$ cat src/rtl/dsr_pkg.sv
package dsr_pkg;

  localparam int FLAG_N = 8;

  typedef struct packed {
    logic boe;
    logic eof;
    logic mt;
    logic lbu;
    logic lb;
    logic smu;
    logic sm;
    logic fiv;
  } flags_t;

  typedef struct packed {
    logic turnOff;
    logic smSet;
    logic smClr;
    logic smuSet;
    logic fiCapture;
    logic fivSet;
    logic fivClr;
    logic frameLoad;
    logic lbInit;
    logic lbLoad;
    logic lbuSet;
    logic mtSet;
    logic eofSet;
    logic boeSet;
    logic rdClr;
  } strobe_t;

endpackage

$ cat src/rtl/dsr_ctrl.sv
module dsr_ctrl
  import dsr_pkg::*;
#(
  parameter int AFM_W = 4,
  parameter int TAE_N = 2
) (
  input  logic             clk,
  input  logic             rstN,
  input  logic             onWr,
  input  logic             onWrData,
  input  logic             syncFound,
  input  logic             syncLost,
  input  logic             searchExpired,
  input  logic             endBlock0,
  input  logic             fiWordValid,
  input  logic             endFrame,
  input  logic             minuteTick,
  input  logic             batSample,
  input  logic             batPin,
  input  logic             txOverflow,
  input  logic             hostRead,
  input  logic [AFM_W-1:0] afmCount,
  input  logic [TAE_N-1:0] taeActive,
  input  logic             cfgForceAll,
  input  logic             smNow,
  input  logic             lbNow,
  output strobe_t          stb,
  output logic             decOn,
  output logic             flushTx
);

  logic onReg, firstDone, holdValid, flushReg;
  logic turnOn, active, afmActive, fiNow;

  always_comb begin
    turnOn      = onWr & onWrData & ~onReg & ~txOverflow;
    stb.turnOff = onReg & ((onWr & ~onWrData) | txOverflow);
    active      = onReg & ~stb.turnOff;
    afmActive   = (|afmCount) | (|taeActive) | cfgForceAll;

    stb.smSet   = active & syncFound & ~syncLost & ~smNow;
    stb.smClr   = active & syncLost & smNow;
    stb.smuSet  = active & (firstDone ? (stb.smSet | stb.smClr)
                                      : (syncFound | searchExpired));

    fiNow         = active & fiWordValid & smNow & ~syncLost;
    stb.fiCapture = fiNow;
    stb.fivClr    = stb.turnOff | (active & syncLost);
    stb.fivSet    = active & endBlock0 & (holdValid | fiNow) & ~syncLost;
    stb.frameLoad = active & endBlock0 & (holdValid | fiNow);

    stb.lbInit  = turnOn;
    stb.lbLoad  = batSample & ~turnOn;
    stb.lbuSet  = batSample & ~turnOn & (batPin != lbNow);

    stb.mtSet   = minuteTick;
    stb.eofSet  = endFrame & afmActive;
    stb.boeSet  = txOverflow;
    stb.rdClr   = hostRead;
  end

  always_ff @(posedge clk or negedge rstN) begin
    if (!rstN) begin
      onReg     <= 1'b0;
      firstDone <= 1'b0;
      holdValid <= 1'b0;
      flushReg  <= 1'b0;
    end else begin
      flushReg <= txOverflow;
      if (txOverflow)  onReg <= 1'b0;
      else if (onWr)   onReg <= onWrData;
      if (turnOn)            firstDone <= 1'b0;
      else if (stb.smuSet)   firstDone <= 1'b1;
      if (stb.fivClr)        holdValid <= 1'b0;
      else if (fiNow)        holdValid <= 1'b1;
    end
  end

  assign decOn   = onReg;
  assign flushTx = flushReg;

endmodule

$ cat src/rtl/dsr_data.sv
module dsr_data
  import dsr_pkg::*;
#(
  parameter int FRAME_W = 7,
  parameter int CYCLE_W = 4,
  parameter int WORD_W  = 24
) (
  input  logic               clk,
  input  logic               rstN,
  input  strobe_t            stb,
  input  logic [FRAME_W-1:0] fiFrame,
  input  logic [CYCLE_W-1:0] fiCycle,
  input  logic               batPin,
  input  logic               cfgBatPol,
  input  logic               cfgSmuEn,
  input  logic               cfgMtEn,
  output flags_t             flags,
  output logic [WORD_W-1:0]  statusWord,
  output logic               attnReq
);

  localparam int USED_W = FRAME_W + CYCLE_W + FLAG_N;
  localparam int PAD_W  = WORD_W - USED_W;

  flags_t             flagsQ;
  logic [FRAME_W-1:0] frameQ, holdFrame;
  logic [CYCLE_W-1:0] cycleQ, holdCycle;

  always_ff @(posedge clk or negedge rstN) begin
    if (!rstN) begin
      flagsQ    <= '0;
      frameQ    <= '0;
      cycleQ    <= '0;
      holdFrame <= '0;
      holdCycle <= '0;
    end else begin
      if (stb.fivClr)      flagsQ.fiv <= 1'b0;
      else if (stb.fivSet) flagsQ.fiv <= 1'b1;

      if (stb.turnOff | stb.smClr) flagsQ.sm <= 1'b0;
      else if (stb.smSet)          flagsQ.sm <= 1'b1;

      flagsQ.smu <= stb.smuSet | (flagsQ.smu & ~stb.rdClr);
      flagsQ.lbu <= stb.lbuSet | (flagsQ.lbu & ~stb.rdClr);
      flagsQ.mt  <= stb.mtSet  | (flagsQ.mt  & ~stb.rdClr);
      flagsQ.eof <= stb.eofSet | (flagsQ.eof & ~stb.rdClr);
      flagsQ.boe <= stb.boeSet | (flagsQ.boe & ~stb.rdClr);

      if (stb.lbInit)      flagsQ.lb <= ~cfgBatPol;
      else if (stb.lbLoad) flagsQ.lb <= batPin;

      if (stb.fiCapture) begin
        holdFrame <= fiFrame;
        holdCycle <= fiCycle;
      end
      if (stb.frameLoad) begin
        frameQ <= stb.fiCapture ? fiFrame : holdFrame;
        cycleQ <= stb.fiCapture ? fiCycle : holdCycle;
      end
    end
  end

  generate
    if (PAD_W > 0) begin : g_pad
      assign statusWord = {{PAD_W{1'b0}}, flagsQ, cycleQ, frameQ};
    end else begin : g_nopad
      assign statusWord = {flagsQ, cycleQ, frameQ};
    end
  endgenerate

  assign attnReq = (flagsQ.smu & cfgSmuEn) | (flagsQ.mt & cfgMtEn) |
                   flagsQ.eof | flagsQ.lbu | flagsQ.boe;
  assign flags = flagsQ;

endmodule

$ cat src/rtl/dsr_top.sv
module dsr_top
  import dsr_pkg::*;
#(
  parameter int FRAME_W = 7,
  parameter int CYCLE_W = 4,
  parameter int WORD_W  = 24,
  parameter int AFM_W   = 4,
  parameter int TAE_N   = 2
) (
  input  logic               clk,
  input  logic               rstN,
  input  logic               onWr,
  input  logic               onWrData,
  input  logic               syncFound,
  input  logic               syncLost,
  input  logic               searchExpired,
  input  logic               endBlock0,
  input  logic               fiWordValid,
  input  logic [FRAME_W-1:0] fiFrame,
  input  logic [CYCLE_W-1:0] fiCycle,
  input  logic               endFrame,
  input  logic               minuteTick,
  input  logic               batSample,
  input  logic               batPin,
  input  logic               txOverflow,
  input  logic               hostRead,
  input  logic               hostPoll,
  input  logic               otherPending,
  input  logic               cfgSmuEn,
  input  logic               cfgMtEn,
  input  logic               cfgBatPol,
  input  logic               cfgForceAll,
  input  logic [AFM_W-1:0]   afmCount,
  input  logic [TAE_N-1:0]   taeActive,
  output logic [WORD_W-1:0]  statusWord,
  output logic               statusSel,
  output logic               attnReq,
  output logic               decOn,
  output logic               flushTx
);

  strobe_t stb;
  flags_t  flags;

  dsr_ctrl #(.AFM_W(AFM_W), .TAE_N(TAE_N)) u_ctrl (
    .clk(clk), .rstN(rstN), .onWr(onWr), .onWrData(onWrData),
    .syncFound(syncFound), .syncLost(syncLost), .searchExpired(searchExpired),
    .endBlock0(endBlock0), .fiWordValid(fiWordValid), .endFrame(endFrame),
    .minuteTick(minuteTick), .batSample(batSample), .batPin(batPin),
    .txOverflow(txOverflow), .hostRead(hostRead), .afmCount(afmCount),
    .taeActive(taeActive), .cfgForceAll(cfgForceAll),
    .smNow(flags.sm), .lbNow(flags.lb),
    .stb(stb), .decOn(decOn), .flushTx(flushTx)
  );

  dsr_data #(.FRAME_W(FRAME_W), .CYCLE_W(CYCLE_W), .WORD_W(WORD_W)) u_data (
    .clk(clk), .rstN(rstN), .stb(stb), .fiFrame(fiFrame), .fiCycle(fiCycle),
    .batPin(batPin), .cfgBatPol(cfgBatPol), .cfgSmuEn(cfgSmuEn),
    .cfgMtEn(cfgMtEn), .flags(flags), .statusWord(statusWord),
    .attnReq(attnReq)
  );

  assign statusSel = hostPoll & ~otherPending;

endmodule

$ cat config.mk
export PLATFORM = sky130hd
export DESIGN_NAME = dsr_top
export DESIGN_NICKNAME = d
export VERILOG_FILES = /design/src/rtl/dsr_pkg.sv /design/src/rtl/dsr_ctrl.sv /design/src/rtl/dsr_data.sv /design/src/rtl/dsr_top.sv
export SDC_FILE = /design/constraint.sdc
export NUM_CORES = 1
export LEC_CHECK = 0
export ABC_AREA = 0
export BUFFER_PORTS_ARGS = -buffer_cell sky130_fd_sc_hd__buf_2
export CELL_PAD_IN_SITES_DETAIL_PLACEMENT = 1
export CELL_PAD_IN_SITES_GLOBAL_PLACEMENT = 2
export CORE_MARGIN = 4
export CORE_UTILIZATION = 29
export CTS_CLUSTER_DIAMETER = 120
export DETAILED_ROUTE_END_ITERATION = 8
export PLACE_DENSITY_LB_ADDON = 0.15
export SLEW_MARGIN = 20
export SYNTH_ARGS = -nofsm -noshare
export SYNTH_HDL_FRONTEND = slang
export SYNTH_SLANG_ARGS = --single-unit
$ cat constraint.sdc
create_clock -name clk -period 1.7 [get_ports clk]
set_input_delay 0.17 -clock clk [delete_from_list [all_inputs] [get_ports clk]]
set_output_delay 0.17 -clock clk [all_outputs]
set_load 0.05 [all_outputs]
After elaboration in Yosys (flattened, before gate mapping)
Index checks and enable logic that the tools add are counted.
{ "word_totals": {"regBits": 34, "inputBits": 38, "word_cells": 96} }
{ "classes": {"eq_ne": 1, "muxes": 15, "n_bitwise": 56, "n_reduce_logical": 8} }
{ "ops": {"columns": ["op", "n"], "rows": [
  ["bitwise AND 1 bit", 29],
  ["OR 1 bit", 17],
  ["two-way mux 1 bit", 13],
  ["nonzero test 2 bit", 6],
  ["inverter 1 bit", 10],
  ["two-way mux 7 bit", 1],
  ["two-way mux 4 bit", 1],
  ["OR reduction 4 bit", 1],
  ["OR reduction 2 bit", 1],
  ["inequality test 1 bit", 1]
]} }

Logic depth before layout (Yosys ltp)
Gate-level depths: netlist of run 1.
{ "logic_depth": {"word_depth": 14, "depth_mapped": 5} }

Hierarchy
From an unflattened synthesis of run 1, not the netlist that was laid out.
{ "hier_totals": {"hier_cells": 126, "hier_area_um2": 1694.1} }
{ "modules_own_cells": {"columns": ["mod", "n_inst", "cells_per_inst", "area_per_inst_um2"], "rows": [
  ["dsr_data", 1, 83, 1285.0],
  ["dsr_ctrl", 1, 42, 395.4],
  ["dsr_top", 1, 1, 13.8]
]} }

Least setup slack after synthesis of run 1
No wires, ideal clock.
{ "synth_path": {"path_type": "register -> register", "from": "register u_ctrl.onReg, in the netlist u_ctrl.decOn", "to": "register u_data.holdCycle[0]", "setup_ns": 0.128, "arrival_time_ns": 1.556, "path_slack_ns": 0.016, "path_stages_with_launch": 5, "n_path_buf": 1, "synth_period_minus_slack_ns": 1.684, "path_cell_list": "dfrtp_1 nand2b_4 nor3_2 buf_4 mux2_1"} }
{ "synth_via": {"elab_chain_cells": 7} }
{ "synth_lines": {"columns": ["item", "line", "rtl"], "rows": [
  ["start: declaration", "dsr_ctrl.sv:32", "logic onReg, firstDone, holdValid, flushReg;"],
  ["start signal: assignment", "dsr_ctrl.sv:71", "else if (onWr) onReg <= onWrData;"],
  ["bitwise AND 1 bit", "dsr_ctrl.sv:37", "stb.turnOff = onReg & ((onWr & ~onWrData) | txOverflow);"],
  ["inverter 1 bit", "dsr_ctrl.sv:38", "active = onReg & ~stb.turnOff;"],
  ["bitwise AND 1 bit (*)", "dsr_ctrl.sv:38", null],
  ["bitwise AND 1 bit (*) (3 in series)", "dsr_ctrl.sv:46", "fiNow = active & fiWordValid & smNow & ~syncLost;"],
  ["two-way mux 4 bit (*)", null, null],
  ["end signal: assignment", "dsr_data.sv:54", "holdCycle <= fiCycle;"],
  ["end: declaration", "dsr_data.sv:27", "logic [CYCLE_W-1:0] cycleQ, holdCycle;"]
]} }
Mark *: on every way between the ends. The rest lies on a longest branch, timed or not.
A chain may end at the register's enable or synchronous reset.

Final worst setup path of run 1
{ "layout_path": {"from": "register u_data.flagsQ, in the netlist u_data.flags[1]", "to": "register u_data.holdFrame[5]"} }
{ "layout_via": {"elab_chain_cells": 3} }
{ "layout_lines": {"columns": ["item", "line", "rtl"], "rows": [
  ["start: declaration", "dsr_data.sv:25", "flags_t flagsQ;"],
  ["bitwise AND 1 bit (2 in series)", "dsr_ctrl.sv:46", null],
  ["two-way mux 7 bit", null, null],
  ["end signal: assignment", "dsr_data.sv:53", "holdFrame <= fiFrame;"],
  ["end: declaration", "dsr_data.sv:26", "logic [FRAME_W-1:0] frameQ, holdFrame;"]
]} }
Every way passes these cells.

==> impl.org, run 1 <==
** Floorplan
- Die span in x :: 82.4 um
- Initial Util :: a little under a third
- FP Rows :: 26
- Area enclosed by the die boundary :: 6790 um2
- For this design the top-level I/O count stands at 66.
- In this run the standard cell core region covers 5240 um2.
- The floorplan step set the die height to 82.4 um.

** Logic synthesis
- The average instance in the mapped netlist occupies ~13 um2.
- The cell count after synthesis came out at around 130.
- By area, the combinational part of the netlist is dominated by compound AO/OA/AOI/OAI gates.
- Counting distinct cell types in the post-synthesis netlist gives 34.
- Proportion of synthesized area in mux cells :: 8.33%
- For this run, the number of Yosys warnings is 0.
- Simple-gate area share of the yosys netlist :: a little over 10%
- Share of synthesized flip-flops with an asynchronous set or reset :: 100%
- Number of synthesized register bits :: 34
- EDFF count, synth :: 0
- Area of the mapped netlist :: 1610 um2
- Seq/Total Area, Yosys :: 53.0%
- Synth Area in Adders :: 0%
- Synth Area in Compound Gates :: 21.7%
- The most used flip-flop cell after synthesis is dfrtp_1.
- Of the total synthesized cell area, the portion taken by XOR and XNOR cells is less than 1%.

** GRT
- Overall track demand over capacity in global routing :: 12.8%
- Overflow left after global routing :: 0
- The initial antenna violation count is 0.
- Wire length of the first global-routing pass :: 6.45 mm
- Entering global routing, the biggest net connects 35 pins.
- The number of global-route vias before repair came to 1394.

** Power and ir drop
- Total internal power :: 1.36 mW
- Pwr per Cell Area :: 981 nW/um2
- Fraction of power spent switching nets :: 32.6%
- Combinational Power Share :: roughly 25%
- Sequential cells account for roughly 47% of the total power.
- Leak :: 1.07 nW
- The clock network burns 28.8% of the power.
- Net switching power :: 0.659 mW
- Across the VDD grid, the largest voltage drop is 0.325 mV.

** Timing
- Post-layout worst setup margin :: between 300 and 400 ps
- Number of endpoints failing setup at the final stage :: 0
- Counting I/O delays and the setup requirement, the final critical path takes roughly 1400 ps.
- Final max-slew violation count :: 0
- Top achievable clock speed :: 726 MHz
- Headroom to the max-slew limit came out at 47.8%.
- Worst Skew :: 4.25 ps
- Setup repair after global routing missed its margin :: false
- Setup Total Neg Slack :: 0 ps
- Final worst-path cycle share :: 81.0%
- At the pin with the least slew margin, the transition time is 783 ps.
- Final Hold Fails :: 0

** Clock tree
- After clock tree synthesis, the clock-pin slew on the worst setup and hold paths is 60 ps.
- At the later pin of the worst-skew pair, clock insertion delay measures approximately 280 ps.
- The longest clock path from root to sink contains 2 buffers.
- Hold-fix buffers, CTS :: 1
- Counting the buffers created by CTS gives 5.
- H-tree Lvls :: 2
- Number of buffers inserted by post-CTS setup repair :: 0
- The clock net in this run drives a total of 34 sinks.
- TritonCTS built the clock tree.
- Once the clock tree was built, the resizer swapped 0 gates to a different size.
- Library cell used as clock root buffer :: clkbuf_8

** Finish
- After the last flow step, the layout net total stands at roughly 230.
- After the flow finishes, the layout carries non-filler instances totaling between 200 and 300.
- The number of antenna diodes in the final layout is 0.
- The finished cells cover between 2000 and 2500 um2.
- Cells with a size suffix above 1 make up a little under half of the layout.
- The library cell used most frequently in the layout, excluding fill and tap cells, is buf_2.
- Commonest cells after routing, fill and taps aside :: buf_2 (60), dfrtp_1 (34), mux2_1 (11), o22ai_1 (11), a2bb2oi_2 (10)
- End-of-flow core utilization :: 39.3%
- From synthesis to final layout, the design area changed by 28.3%.

** Drt
- Summed over all layers, the routed wires come to ~4 mm.
- Vias post-DR :: 1224
- The detail route stage leaves a number of antenna-violating nets equal to 0.
- Vias per cell :: 4.74
- For this run, design rule violations remaining after detail routing come to 0.
- The first routing iteration left 22 violations.
- Number of search-and-repair iterations in the first detailed-routing pass :: 4
- Average detailed-routed wire length per instance :: between 15 and 20 um

** Place
- At the placement stage, the worst setup path has a slack of 326 ps.
- Routability-driven placement finished with a final weighted congestion of 0.725.
- Placed insts :: 251
- Once detailed placement completed, the half-perimeter wirelength came to 2.96 mm.
- The count of buffers added on input and output ports is 60.
- After detailed placement, the total cell area comes to a little under 2000 um2.

** Worst setup path
- Setup Crit Path Kind :: reg2reg
- Of all nets on the critical path, the largest fanout is 12.
- The worst setup path is launched from a register.
- Crit path DAT :: approximately 1500 ps
- For the worst flop-to-flop path, the logic depth is 4.
- Data on the critical path is required at its endpoint by 1860 ps.
- The worst setup path is captured at a register.

** Min path
- Hold Crit Depth :: 2
- In this run the worst hold path is classified as in2reg.

** Job
- Max-cap violations :: 0

** Run status
- Run status :: finished, final reports clean
critical path, stage by stage (launching register included):
cell	delay [ps]
dfrtp_1	460
nand3b_4	110
nor3_2	110
buf_4	220
mux2_1	350
sequential cells by signal (all words and copies together), names as in the netlist:
| signal | flops |
|---|---|
| u_ctrl.decOn | 1 |
| u_ctrl.firstDone | 1 |
| u_ctrl.flushTx | 1 |
| u_ctrl.holdValid | 1 |
| u_data.cycleQ | 4 |
| u_data.flags | 8 |
| u_data.frameQ | 7 |
| u_data.holdCycle | 4 |
| u_data.holdFrame | 7 |
power by group through the flow:
| stage | Clock (mW) | Sequential, mW | Combinational, mW |
|---|---|---|---|
| 2_1_floorplan | 0 | 1.11 | 0.207 |
| 3_3_place_gp | 0 | 0.955 | 0.494 |
| 3_5_place_dp | 0 | 0.960 | 0.502 |
| 4_1_cts | 0.610 | 0.946 | 0.504 |
| 5_1_grt | 0.637 | 0.956 | 0.532 |
| 6_report | 0.582 | 0.944 | 0.496 |
path summary, 6_finish.rpt:
kind	startpoint	slack (ps)	end
worst max-delay path	u_data.flags[1]	320	u_data.holdFrame[5]
worst min-delay path	cfgBatPol	50	u_data.flags[3]
worst max register to register	u_data.flags[1]	320	u_data.holdFrame[5]
worst min register to register	u_data.holdCycle[2]	490	u_data.holdCycle[2]
max in group asynchronous	rstN	690	u_data.frameQ[0]
min in group asynchronous	rstN	510	u_data.frameQ[3]
synthesized netlist by cell type (2+ instances only):
| master | count | area (um2) |
|---|---|---|
| a21o_1 | 2 | 15.0 |
| a21oi_1 | 5 | 25.0 |
| a22o_1 | 3 | 26.3 |
| a2bb2oi_2 | 10 | 150 |
| buf_4 | 8 | 60.1 |
| clkbuf_1 | 2 | 7.51 |
| dfrtp_1 | 34 | 851 |
| inv_1 | 3 | 11.3 |
| mux2_1 | 11 | 124 |
| nand2_1 | 3 | 11.3 |
| nor2_1 | 8 | 30.0 |
| nor2b_1 | 2 | 12.5 |
| nor3_1 | 2 | 10.0 |
| o21ai_0 | 2 | 10.0 |
| o22ai_1 | 11 | 68.8 |
per-layer routing:
| layer | vias up | track usage [%] | routed length, um |
|---|---|---|---|
| li1 | 573 | - | - |
| met1 | 594 | 14.2 | 1560 |
| met2 | 52 | 22.0 | 1910 |
| met3 | 5 | 4.99 | 355 |
| met4 | 0 | 4.98 | 59 |
| met5 | - | 0 | 0 |
cells by family after synthesis:
family | Yosys count
compound gates | 39
xor+xnor | 1
buf+inv | 15
simple gates | 23
other cells | 1
flops | 34
mux | 12
area by class of cell:
cell class | instances | area (um2)
multi-input cells | 80 | 676
clock buffers | 6 | 82.6
flip-flops and latches | 34 | 851
well taps | 70 | 87.6
repair buffers | 65 | 353
inverters | 3 | 11.3
fillers | 585 | 3180
metrics by stage:
stage / hold WS (ps) / power (mW)
3_5_place_dp: 303 / 1.46
4_1_cts: 45.3 / 2.06
5_1_grt: 64.4 / 2.12
3_3_place_gp: 285 / 1.45
6_report: 52.6 / 2.02
2_1_floorplan: -126 / 1.32
(Power assumes the default switching activity.)
==> run 2, diff against run 1 <==
--- a/config.mk
+++ b/config.mk
@@ -10,7 +10,7 @@
 export CELL_PAD_IN_SITES_DETAIL_PLACEMENT = 1
 export CELL_PAD_IN_SITES_GLOBAL_PLACEMENT = 2
 export CORE_MARGIN = 4
-export CORE_UTILIZATION = 29
+export CORE_UTILIZATION = 27
 export CTS_CLUSTER_DIAMETER = 120
 export DETAILED_ROUTE_END_ITERATION = 8
 export PLACE_DENSITY_LB_ADDON = 0.15
==> constraint.sdc (replaced) <==
create_clock -name clk -period 1.2 [get_ports clk]
set_input_delay 0.12 -clock clk [delete_from_list [all_inputs] [get_ports clk]]
set_output_delay 0.12 -clock clk [all_outputs]
set_load 0.05 [all_outputs]
==> run 2 against run 1 <==
Effect of this change:
- the run now ends with setup timing left
- final area rose by 24%
- sequential share of layout area is 8.1 points lower
- global-route usage increased by 0.055 points
- largest cell class unchanged
==> impl.org, run 2 (synthesis results as in run 1) <==
** Finish
- In the layout the commonest cells are buf_2 (56), dfrtp_1 (33), buf_4 (17).
- The finished cells cover around 2600 um2.
- The library cell used most frequently in the layout, excluding fill and tap cells, is buf_2.
- Cells with a size suffix above 1 make up 67.4% of the layout.
- The repair_antennas step left the layout with diodes totalling 0.
- Largest register FFs :: 8
- Signed area change from the synthesized netlist to the final layout :: 59.7%
- Measured on the finished design, the core utilization comes to 45.5%.
- Area used by multi-input combinational logic :: about 850 um2
- Area of all sequential standard cells :: 852 um2
- Final-layout fill cell count :: 621
- After the last flow step, the layout net total stands at 252.

** Floorplan
- Once the floorplan was initialized, standard cells occupied 28.5% of the core.
- From bottom edge to top edge, the die measures 85.1 um.
- Die span in x :: 85.1 um
- Placeable core area :: 5640 um2
- The floorplan step defined a die boundary enclosing 7250 um2.
- FP Rows :: 27
- I/O pins :: 66

** Worst setup path
- Launch instance of the worst register-to-register path :: u_data.flags[1]
- Internal reg-to-reg setup slack :: -130 ps
- For the worst setup path, the data required time is 1360 ps.
- Critical Path Fanout Max :: 6
- Crit end category :: register
- For the worst setup path, the data arrival time is 1490 ps.
- The worst setup path is launched from a register.
- The worst setup path is of the reg2reg kind.
- The critical path starts at u_data.flags[1].

** Clock tree
- Clock tree from TritonCTS :: yes
- In this run, CTS created clock tree buffers numbering 5.
- Maximum clock insertion buffer count :: 2
- Clock tree synthesis selected as its root buffer the cell clkbuf_8.
- CTS built an H-tree with a depth of 2.
- Latest clock arrival within the worst-skew pair :: ~280 ps
- After clock tree synthesis, the clock-pin slew on the worst setup and hold paths is around 70 ps.
- Clock tree synthesis found a total of 34 sinks.

** Power and ir drop
- Total power consumption of the routed design :: 3.10 mW
- Summed over all cells, the static leakage comes to 1.27 nW.
- VDD IR max :: between 0.5 and 0.6 mV
- In this run the power density over the cells is 1210 nW/um2.

** Place
- RD Place Congestion :: between 0.7 and 0.8
- Half-perimeter wire length after placement :: 3.21 mm
- The count of buffers added on input and output ports is 60.
- Post-detailed-placement cell area :: between 2000 and 2500 um2
- At the placement stage, the worst setup path has a slack of -123 ps.

** Drt
- DRC violation total after the first TritonRoute iteration :: 26
- For this run, the detailed router's first-pass iteration total came to 2.
- The detailed router put a total of roughly 1.9 mm of wire on met1.
- Amount of wire on met2 after detailed routing :: approximately 2.5 mm
- Dividing the detail-routed via count by the number of cells gives roughly 4.6.
- Highest metal used :: met4
- Post-detailed-routing wire length :: between 4 and 5 mm
- Routed Antenna Nets :: 0
- Average detailed-routed wire length per instance :: about 17 um
- In the routed design, unresolved DRC markers number 0.
- Detailed routing inserted a total of about 1300 vias.
- Wire segments on met3 add up to between 200 and 250 um in the final route.

** GRT
- For this run the aggregate overflow at the end of global routing stands at 0.
- The number of global-route vias before repair was 1470.
- Antenna violations before repair :: 0
- Overall track demand over capacity in global routing :: 12.9%
- Wire length of the first global-routing pass :: 7.33 mm
- Entering global routing, the biggest net connects 35 pins.

** Timing
- Setup Total Neg Slack :: -2120 ps
- Final worst-path cycle share :: 111%
- Number of endpoints failing setup at the final stage :: 24
- Final max-slew violation count :: 0
- Post-layout minimum cycle time :: roughly 1300 ps
- The total count of hold-check failures in the final report came to 0.
- Setup slack on the critical path of the routed design comes to -129 ps.
- Setup repair after global routing could not meet its margin everywhere.
- Worst Skew :: 3.34 ps
- Top achievable clock speed :: 752 MHz

** Min path
- Launch instance of the worst min-delay path :: minuteTick
- Path type of the worst min-delay path :: in2reg

** Run status
- Run status :: finished, violations left
- The checks that failed: setup timing.

** Job
- Across the run, the number of max-cap violations was 0.
## run 2: cell types whose count changed in the layout (fill, tap and decap cells not counted), sizes merged
cell / before / now
clkbuf: 6 / 8
dlygate4sd3: 1 / 2
buf: 64 / 87
clkinv: 0 / 1
## run 2: path summary, 6_finish.rpt
| path | end | depth (start not counted) |
|---|---|---|
| setup / recovery | u_data.holdCycle[0] | 5 |
| setup reg to reg | u_data.holdCycle[0] | 5 |
| max in group asynchronous | u_ctrl.decOn | 3 |
| hold / removal | u_data.flags[5] | 2 |
| min in group asynchronous | u_data.cycleQ[3] | 3 |
| hold reg to reg | u_data.holdFrame[3] | 1 |
## run 2: worst max-delay path: stages (launching register included)
cell and delay (ps):
dfrtp_1 410, nand3b_4 110, nor3_4 120, buf_6 150, buf_12 130, mux2_4 300
## run 2: power breakdown
part           total (mW)  switching, mW  internal (mW)  leakage (nW)
clock               0.876          0.413          0.463        0.0482
combinational       0.884          0.525          0.358         0.771
sequential           1.34         0.0868           1.26         0.450
total                3.10           1.02           2.08          1.27
## run 2: what timing repair did
item | CTS | global route
endpoints found under the setup margin | 27 | 29
pin swaps | 4 | 9
gates resized for setup | 32 | 15
gates cloned | 1 | 1
hold endpoints to repair | 35 | 0
hold buffers | 2 | 0
setup buffers | 4 | 9
## run 2: cell type report
class	instances	share of cell area [%]
Tap cell	72	3.51
Timing Repair Buffer	90	26.1
Multi-Input combinational cell	80	33.1
Clock buffer	7	3.37
Clock inverter	1	0.195
Inverter	3	0.439
Sequential cell	34	33.2
## run 2: metal layers
layer  GRT usage (%)  vias up
met1            14.7      657
met5               0        -
li1                -      626
met3            3.11        7
met2            23.0       42
met4            5.04        0
## run 2: metrics by stage
step,cells,hold slack (ps)
final,287,14.2
after global routing,287,15.6
after global placement,262,98.9
after CTS,277,5.91
after floorplan,129,-176
after detailed placement,262,97.8
